**src/rtl/fetch_pkg.sv**
```systemverilog
package fetch_pkg;

    localparam int WORD_W        = 40;
    localparam int HALF_W        = WORD_W / 2;
    localparam int OP_W          = 8;
    localparam int ADDR_W        = HALF_W - OP_W;
    localparam int MEM_WORDS_DEF = 1000;

    typedef struct packed {
        logic [OP_W-1:0]   op;
        logic [ADDR_W-1:0] addr;
    } instr_t;

    typedef enum logic [1:0] {
        ST_FETCH = 2'd0,
        ST_WAIT  = 2'd1,
        ST_LEFT  = 2'd2,
        ST_RIGHT = 2'd3
    } fstate_e;

    function automatic logic [ADDR_W-1:0] pc_step(input logic [ADDR_W-1:0] pc,
                                                  input int unsigned       words);
        if (pc >= ADDR_W'(words - 1))
            return '0;
        return pc + 1'b1;
    endfunction

    function automatic instr_t left_of(input logic [WORD_W-1:0] w);
        return instr_t'(w[WORD_W-1 -: HALF_W]);
    endfunction

    function automatic instr_t right_of(input logic [WORD_W-1:0] w);
        return instr_t'(w[HALF_W-1:0]);
    endfunction

endpackage

```
**src/rtl/fetch_ctrl.sv**
```systemverilog
module fetch_ctrl
    import fetch_pkg::*;
#(
    parameter int unsigned MEM_WORDS = MEM_WORDS_DEF
) (
    input  logic              clk,
    input  logic              rst,
    input  logic              jmp_valid,
    input  logic [ADDR_W-1:0] jmp_target,
    input  logic              jmp_right,
    input  logic              fire,
    output fstate_e           state,
    output logic [ADDR_W-1:0] pc
);

    logic skip_left;

    always_ff @(posedge clk) begin
        if (rst) begin
            state     <= ST_FETCH;
            pc        <= '0;
            skip_left <= 1'b0;
        end else if (jmp_valid) begin
            state     <= ST_FETCH;
            pc        <= jmp_target;
            skip_left <= jmp_right;
        end else begin
            case (state)
                ST_FETCH: begin
                    state <= ST_WAIT;
                    pc    <= pc_step(pc, MEM_WORDS);
                end
                ST_WAIT: begin
                    state     <= skip_left ? ST_RIGHT : ST_LEFT;
                    skip_left <= 1'b0;
                end
                ST_LEFT: begin
                    if (fire)
                        state <= ST_RIGHT;
                end
                ST_RIGHT: begin
                    if (fire)
                        state <= ST_FETCH;
                end
                default: state <= ST_FETCH;
            endcase
        end
    end

endmodule

```
**src/rtl/instr_buf.sv**
```systemverilog
module instr_buf
    import fetch_pkg::*;
(
    input  logic              clk,
    input  logic              rst,
    input  logic              clear,
    input  logic              load,
    input  logic              consume,
    input  logic [WORD_W-1:0] rdata,
    output instr_t            left_q,
    output instr_t            ibr_q,
    output logic              ibr_valid
);

    always_ff @(posedge clk) begin
        if (rst) begin
            left_q <= '0;
            ibr_q  <= '0;
        end else if (load) begin
            left_q <= left_of(rdata);
            ibr_q  <= right_of(rdata);
        end
    end

    always_ff @(posedge clk) begin
        if (rst || clear)
            ibr_valid <= 1'b0;
        else if (load)
            ibr_valid <= 1'b1;
        else if (consume)
            ibr_valid <= 1'b0;
    end

endmodule

```
**src/rtl/issue_mux.sv**
```systemverilog
module issue_mux
    import fetch_pkg::*;
(
    input  fetch_pkg::fstate_e state,
    input  instr_t             left_q,
    input  instr_t             ibr_q,
    output logic               valid,
    output instr_t             instr,
    output logic               half
);

    always_comb begin
        valid = 1'b0;
        half  = 1'b0;
        instr = '0;
        case (state)
            ST_LEFT: begin
                valid = 1'b1;
                instr = left_q;
            end
            ST_RIGHT: begin
                valid = 1'b1;
                half  = 1'b1;
                instr = ibr_q;
            end
            default: ;
        endcase
    end

endmodule

```
**src/rtl/dual_fetch_seq.sv**
```systemverilog
module dual_fetch_seq
    import fetch_pkg::*;
#(
    parameter int unsigned MEM_WORDS = MEM_WORDS_DEF
) (
    input  logic              clk,
    input  logic              rst,
    output logic              mem_req,
    output logic [ADDR_W-1:0] mem_addr,
    input  logic [WORD_W-1:0] mem_rdata,
    output logic              iss_valid,
    input  logic              iss_ready,
    output logic [OP_W-1:0]   iss_opcode,
    output logic [ADDR_W-1:0] iss_addr,
    output logic              iss_half,
    input  logic              jmp_valid,
    input  logic [ADDR_W-1:0] jmp_target,
    input  logic              jmp_right
);

    fstate_e           state;
    logic [ADDR_W-1:0] pc;
    instr_t            left_q;
    instr_t            ibr_q;
    instr_t            cur;
    logic              buf_valid;
    logic              fire;

    assign fire = iss_valid && iss_ready;

    fetch_ctrl #(.MEM_WORDS(MEM_WORDS)) u_ctrl (
        .clk        (clk),
        .rst        (rst),
        .jmp_valid  (jmp_valid),
        .jmp_target (jmp_target),
        .jmp_right  (jmp_right),
        .fire       (fire),
        .state      (state),
        .pc         (pc)
    );

    instr_buf u_buf (
        .clk       (clk),
        .rst       (rst),
        .clear     (jmp_valid),
        .load      (state == ST_WAIT),
        .consume   (fire && state == ST_RIGHT),
        .rdata     (mem_rdata),
        .left_q    (left_q),
        .ibr_q     (ibr_q),
        .ibr_valid (buf_valid)
    );

    issue_mux u_mux (
        .state  (state),
        .left_q (left_q),
        .ibr_q  (ibr_q),
        .valid  (iss_valid),
        .instr  (cur),
        .half   (iss_half)
    );

    assign mem_req    = (state == ST_FETCH);
    assign mem_addr   = pc;
    assign iss_opcode = cur.op;
    assign iss_addr   = cur.addr;

endmodule

```
**config.mk**
```make
export PLATFORM = sky130hd
export DESIGN_NAME = dual_fetch_seq
export DESIGN_NICKNAME = d
export VERILOG_FILES = /design/src/rtl/fetch_pkg.sv /design/src/rtl/fetch_ctrl.sv /design/src/rtl/instr_buf.sv /design/src/rtl/issue_mux.sv /design/src/rtl/dual_fetch_seq.sv
export SDC_FILE = /design/constraint.sdc
export NUM_CORES = 1
export LEC_CHECK = 0
export BUFFER_PORTS_ARGS = -buffer_cell sky130_fd_sc_hd__buf_2
export CAP_MARGIN = 5
export CORE_UTILIZATION = 51
export CTS_BUF_LIST = sky130_fd_sc_hd__clkbuf_8
export DETAILED_ROUTE_END_ITERATION = 8
export PLACE_DENSITY = 0.93
export REMOVE_ABC_BUFFERS = 1
export SKIP_LAST_GASP = 1
export SYNTH_ARGS = -nofsm -noshare
export SYNTH_HDL_FRONTEND = slang
export SYNTH_SLANG_ARGS = --single-unit
```
**constraint.sdc**
```tcl
create_clock -name clk -period 2 [get_ports clk]
set_clock_uncertainty 0.1 [all_clocks]
set_input_delay 0.1 -clock clk [delete_from_list [all_inputs] [get_ports clk]]
set_output_delay 0.1 -clock clk [all_outputs]
set_load 0.02 [all_outputs]
```
# After elaboration in Yosys (flattened, before gate mapping)
# Cells that the tools add are included.
classes:
  n_reduce_logical: 7
  order_cmp: 1
  eq_ne: 5
  add_sub_neg: 1
  n_mux: 17
ops:
  columns: ["op", "n"]
  rows:
  - ["12-bit 2-to-1 mux", 4]
  - ["20-bit case mux with 2 select lines", 1]
  - ["12-bit by 1-bit adder with 12-bit output (second input constant)", 1]
  - ["12-bit by 10-bit greater-or-equal comparator with 1-bit output (second input constant)", 1]
  - ["1-bit 2-to-1 mux", 9]
  - ["2-bit case mux with 4 select lines", 1]
  - ["2-bit equality test (second input constant)", 2]
  - ["2-bit 2-to-1 mux", 2]
  - ["2-bit != test (second input constant)", 2]
  - ["2-bit nonzero test", 2]
  - ["2-bit OR reduction", 2]
  - ["2-bit by 1-bit equality test with 1-bit output (second input constant)", 1]
  - ["2-bit logical NOT", 1]
  - ["2-bit AND reduction", 1]
  - ["1-bit logical AND", 1]
word_totals:
  output_inout_bits: 35
  wordCells: 38
  ff_bits: 55

# Logic depth before layout (Yosys ltp)
logic_depth:
  ltp_word: 8
  depth_mapped: 6
  depth_no_buf: 6

# By module
# Synthesis repeated with hierarchy kept, for this count alone.
unflattened:
  cells_unflattened: 290
  area_unflattened_um2: 2808.9
by_module_without_submodules:
  columns: ["module", "area_per_inst_um2", "n_inst", "cells_per_inst"]
  rows:
  - ["instr_buf", 1508.9, 1, 134]
  - ["fetch_ctrl", 878.3, 1, 105]
  - ["issue_mux", 394.1, 1, 47]
  - ["dual_fetch_seq", 27.5, 1, 4]

# Least setup slack after synthesis
# OpenSTA, ideal clock, no wires.
synth_timing:
  path_kind: "register to register"
  start: "register u_ctrl.state[0]"
  end: "register u_ctrl.pc[8]"
  period_less_slack_ns: 1.888
  required_ns: 1.829
  arrival_time_ns: 1.717
  slack_ns: 0.112
  setup_ns: 0.071
  path_stages_with_launch: 7
  n_path_buf: 0
  path_cell_list: "dfxtp_1 inv_1 ha_1 or4b_1 a31oi_4 o21ai_1 a21oi_1"
synth_via:
  elab_chain_cells: 2
synth_lines:
  columns: ["element", "line", "source"]
  rows:
  - ["start, declared", "fetch_ctrl.sv:12", "output fstate_e state,"]
  - ["start signal, assigned", "fetch_ctrl.sv:34", "state <= skip_left ? ST_RIGHT : ST_LEFT;"]
  - ["2-bit logical NOT", null, null]
  - ["net mem_req", "dual_fetch_seq.sv:8", "output logic mem_req,"]
  - ["2-bit nonzero test (no line)", null, null]
  - ["end signal, assigned", "fetch_ctrl.sv:25", "pc <= jmp_target;"]
  - ["end signal, assigned", "fetch_ctrl.sv:31", "pc <= pc_step(pc, MEM_WORDS);"]
  - ["end, declared", "fetch_ctrl.sv:13", "output logic [ADDR_W-1:0] pc"]
# The timed path passes the listed nets, and every way through them passes these cells.
# A chain may end at the register's enable or synchronous reset.

# Worst setup path in the final report
layout_timing:
  start: "register u_ctrl.state[1]"
  end: "register u_ctrl.pc[9]"
layout_via:
  elab_chain_cells: 2
layout_lines:
  columns: ["element", "line", "source"]
  rows:
  - ["2-bit logical NOT", "fetch_ctrl.sv:28", "case (state)"]
  - ["2-bit nonzero test (no line)", null, null]
# Every way passes these cells.

==> flow_metrics.tcl <==
set metrics [dict create \
    grt_usage_pct 29.0 \
    diodes 0 \
    cts_sinks 55 \
    pre_cts_slack_ns 0.111 \
    cts_post_setup_buffers_inserted 0 \
    clk_pin_slew_ns 0.09 \
    ys_seq_elements 55 \
    ant_nets 0 \
    cts-root-buf "clkbuf_8" \
    grt_max_degree 32 \
    netlist_area_mm2 0.00246 \
    grt_pass1_vias 2490 \
    vias 2548 \
    cts_tree "done" \
    drtPass1Iterations 4 \
    drt_iter0_markers 138 \
    gp_congestion 0.786 \
    fin_util_pct 80.3 \
    grt_pass1_wl_um 11600 \
    setup_ws_ns 0.0743 \
    wl_per_cell_um 16.1 \
    max_freq_ghz 0.519 \
    viasPerCell 5.62 \
    multi_input_area_mm2 0.00128 \
    ir_drop_mv 0.438 \
    initial_utilization_pct 54.6 \
    start_kind "flop" \
    cp-end-kind "flop" \
    drv_slew 0 \
    fp-row-count 24 \
    insertion_delay_ns 0.30 \
    status "finished, final reports clean" \
    finalHoldViolCount 0 \
    worst_pin_slew_ns 0.518 \
    synth-seq-area-share_pct 44.8 \
    fillers 254 \
    syn_avg_cell_area_um2 9.49 \
    cp.required_ns 2.14 \
    hold_path.class "in2reg" \
    cts_buffers 5 \
    p_per_area_mw_per_mm2 635 \
    ctsLongestPathBuffers 2 \
    ff_latch_area_mm2 0.00110 \
    crit_type "reg2reg" \
    slew_headroom_pct 65.5 \
    post_cts_resize_count 0 \
    fin_crit_sh_pct 96.3 \
    drc 0 \
    coreArea_mm2 0.00450 \
    antenna_found_initial 0 \
    finalNetCount 462 \
    area_growth_syn_to_layout_pct 47.1 \
    die_area_mm2 0.00510 \
    synth_warnings 0 \
    setup_viol 0 \
    cp.arrival_ns 2.06 \
    io_buffer_count 91 \
    cap_viol_max_count 0 \
    setup_tns_ns 0 \
    ys_types 33 \
    wl_um 7290 \
    cts_htree_levels 2 \
    hpwlAfterDp_um 3850 \
    die_h_um 71.4 \
    rsz0062_at_grt "true" \
    io_pins 92 \
    drive_gt1_share_pct 27.9 \
    path_max_fanout 5 \
    die_w_um 71.4 \
    period_needed_ns 1.93 \
    syn_inst 259 \
    total_leakage_power_nw 1.59 \
    overflow 0 \
]
[metrics by stage]
| stage | hold slack [ns] | instance area [um2] | total power, mW | std cells |
|---|---|---|---|---|
| 2_1_floorplan | 0.0691 | 2380 | 1.43 | 240 |
| 3_3_place_gp | 0.229 | 2980 | 1.57 | 392 |
| 3_5_place_dp | 0.234 | 2980 | 1.58 | 392 |
| 4_1_cts | 0.00701 | 3600 | 2.28 | 452 |
| 5_1_grt | 0.0484 | 3620 | 2.39 | 453 |
| 6_report | 0.0199 | 3620 | 2.30 | 453 |
[routing by layer]
layer  up-vias  track usage, %  wire [um]
li1       1210               -          -
met1      1218            34.3       3050
met2       110            53.5       3730
met3        10            4.08        410
met4         0            9.78         93
met5         -               0          0
[final cells by class]
cell class | instances | area share [%]
Multi-Input combinational cell | 182 | 35.4
Sequential cell | 55 | 30.4
Timing Repair Buffer | 152 | 29.2
Clock buffer | 6 | 2.28
Tap cell | 52 | 1.80
Clock inverter | 2 | 0.450
Inverter | 4 | 0.415
[report_power, final]
group / internal, mW / total [mW] / switching (mW)
logic: 0.234 / 0.450 / 0.216
clock network: 0.283 / 0.638 / 0.355
registers: 1.16 / 1.21 / 0.0500
total: 1.68 / 2.30 / 0.621
[layout by cell type, fill, tap and decap left out, types with 2 or more instances in the layout]
cell and instances:
buf_4 8, nor3_1 6, ha_1 4, a221oi_1 4, clkbuf_8 6, inv_1 4
a21oi_1 15, buf_2 91, o21a_1 3, xnor2_1 2, dfxtp_1 55, nor2_1 49
nand2_1 3, nor4_1 2, nor3b_1 10, a22o_1 20, o21ai_1 5, mux2i_1 40
dlygate4sd3_1 52, nand3_1 3
[critical path, stage by stage, from the launching register on]
cell     delay (ns)
dfxtp_1        0.35
inv_1          0.11
ha_1           0.19
or4b_1         0.52
a31oi_2        0.33
o21ai_1        0.11
a21oi_1        0.15
[final timing paths]
kind / depth (start not counted) / end / from / slack, ns
min: 3 / u_ctrl.pc[0]$_SDFFE_PP0P_ / jmp_target[0] / 0.02
min reg2reg: 2 / u_buf.ibr_q[6]$_SDFFE_PP0N_ / u_buf.ibr_q[6]$_SDFFE_PP0N_ / 0.40
max reg2reg: 6 / u_ctrl.pc[9]$_SDFFE_PP0P_ / u_ctrl.state[1]$_SDFFE_PP0P_ / 0.07
max: 6 / u_ctrl.pc[9]$_SDFFE_PP0P_ / u_ctrl.state[1]$_SDFFE_PP0P_ / 0.07
[synth_stat cells]
cell type | count | area, um2
a22oi_1 | 1 | 7.51
nor3_1 | 6 | 30.0
nand3_1 | 3 | 15.0
o21bai_1 | 1 | 7.51
dfxtp_1 | 55 | 1100
nand2_1 | 3 | 11.3
inv_1 | 4 | 15.0
o21ai_0 | 1 | 5.00
mux2i_1 | 40 | 400
clkbuf_1 | 11 | 41.3
and4_1 | 1 | 8.76
nor4_1 | 2 | 12.5
nor2_1 | 49 | 184
a211o_1 | 1 | 8.76
a2111oi_0 | 1 | 8.76
o21a_1 | 3 | 22.5
or4b_1 | 1 | 10.0
a31oi_4 | 1 | 21.3
buf_1 | 4 | 15.0
nand2b_1 | 1 | 6.26
xnor2_1 | 2 | 17.5
a21oi_1 | 15 | 75.1
a221oi_1 | 4 | 35.0
buf_2 | 4 | 20.0
a22o_1 | 20 | 175
o31a_1 | 1 | 8.76
and4b_1 | 1 | 10.0
nor3b_1 | 10 | 75.1
xor2_1 | 1 | 8.76
nand4_1 | 1 | 6.26
or2_2 | 1 | 6.26
o21ai_1 | 5 | 25.0
ha_1 | 5 | 62.6
[registers in the layout, indices dropped and copies added (netlist names)]
name	cells
u_ctrl.pc	12
u_buf.left_q	20
u_buf.ibr_q	20
u_ctrl.state	2
u_ctrl.skip_left	1
[what timing repair did]
action	CTS	global route
hold buffers	52	0
hold endpoints to repair	52	0
endpoints found under the setup margin	0	4
[kinds of logic (layout without fill, tap and decap cells)]
family | after synthesis | after routing | share of synthesized area [%]
adder cells (fa/ha/maj) | 5 | 5 | 2.55
multiplexers | 40 | 40 | 16.3
XOR/XNOR | 3 | 3 | 1.07
AO/OA/AOI/OAI | 54 | 55 | 16.3
buffers and inverters | 23 | 164 | 3.72
AND/OR/NAND/NOR | 79 | 79 | 15.3
flip-flops | 55 | 55 | 44.8
No activity file was read; power rests on OpenSTA's default activity.
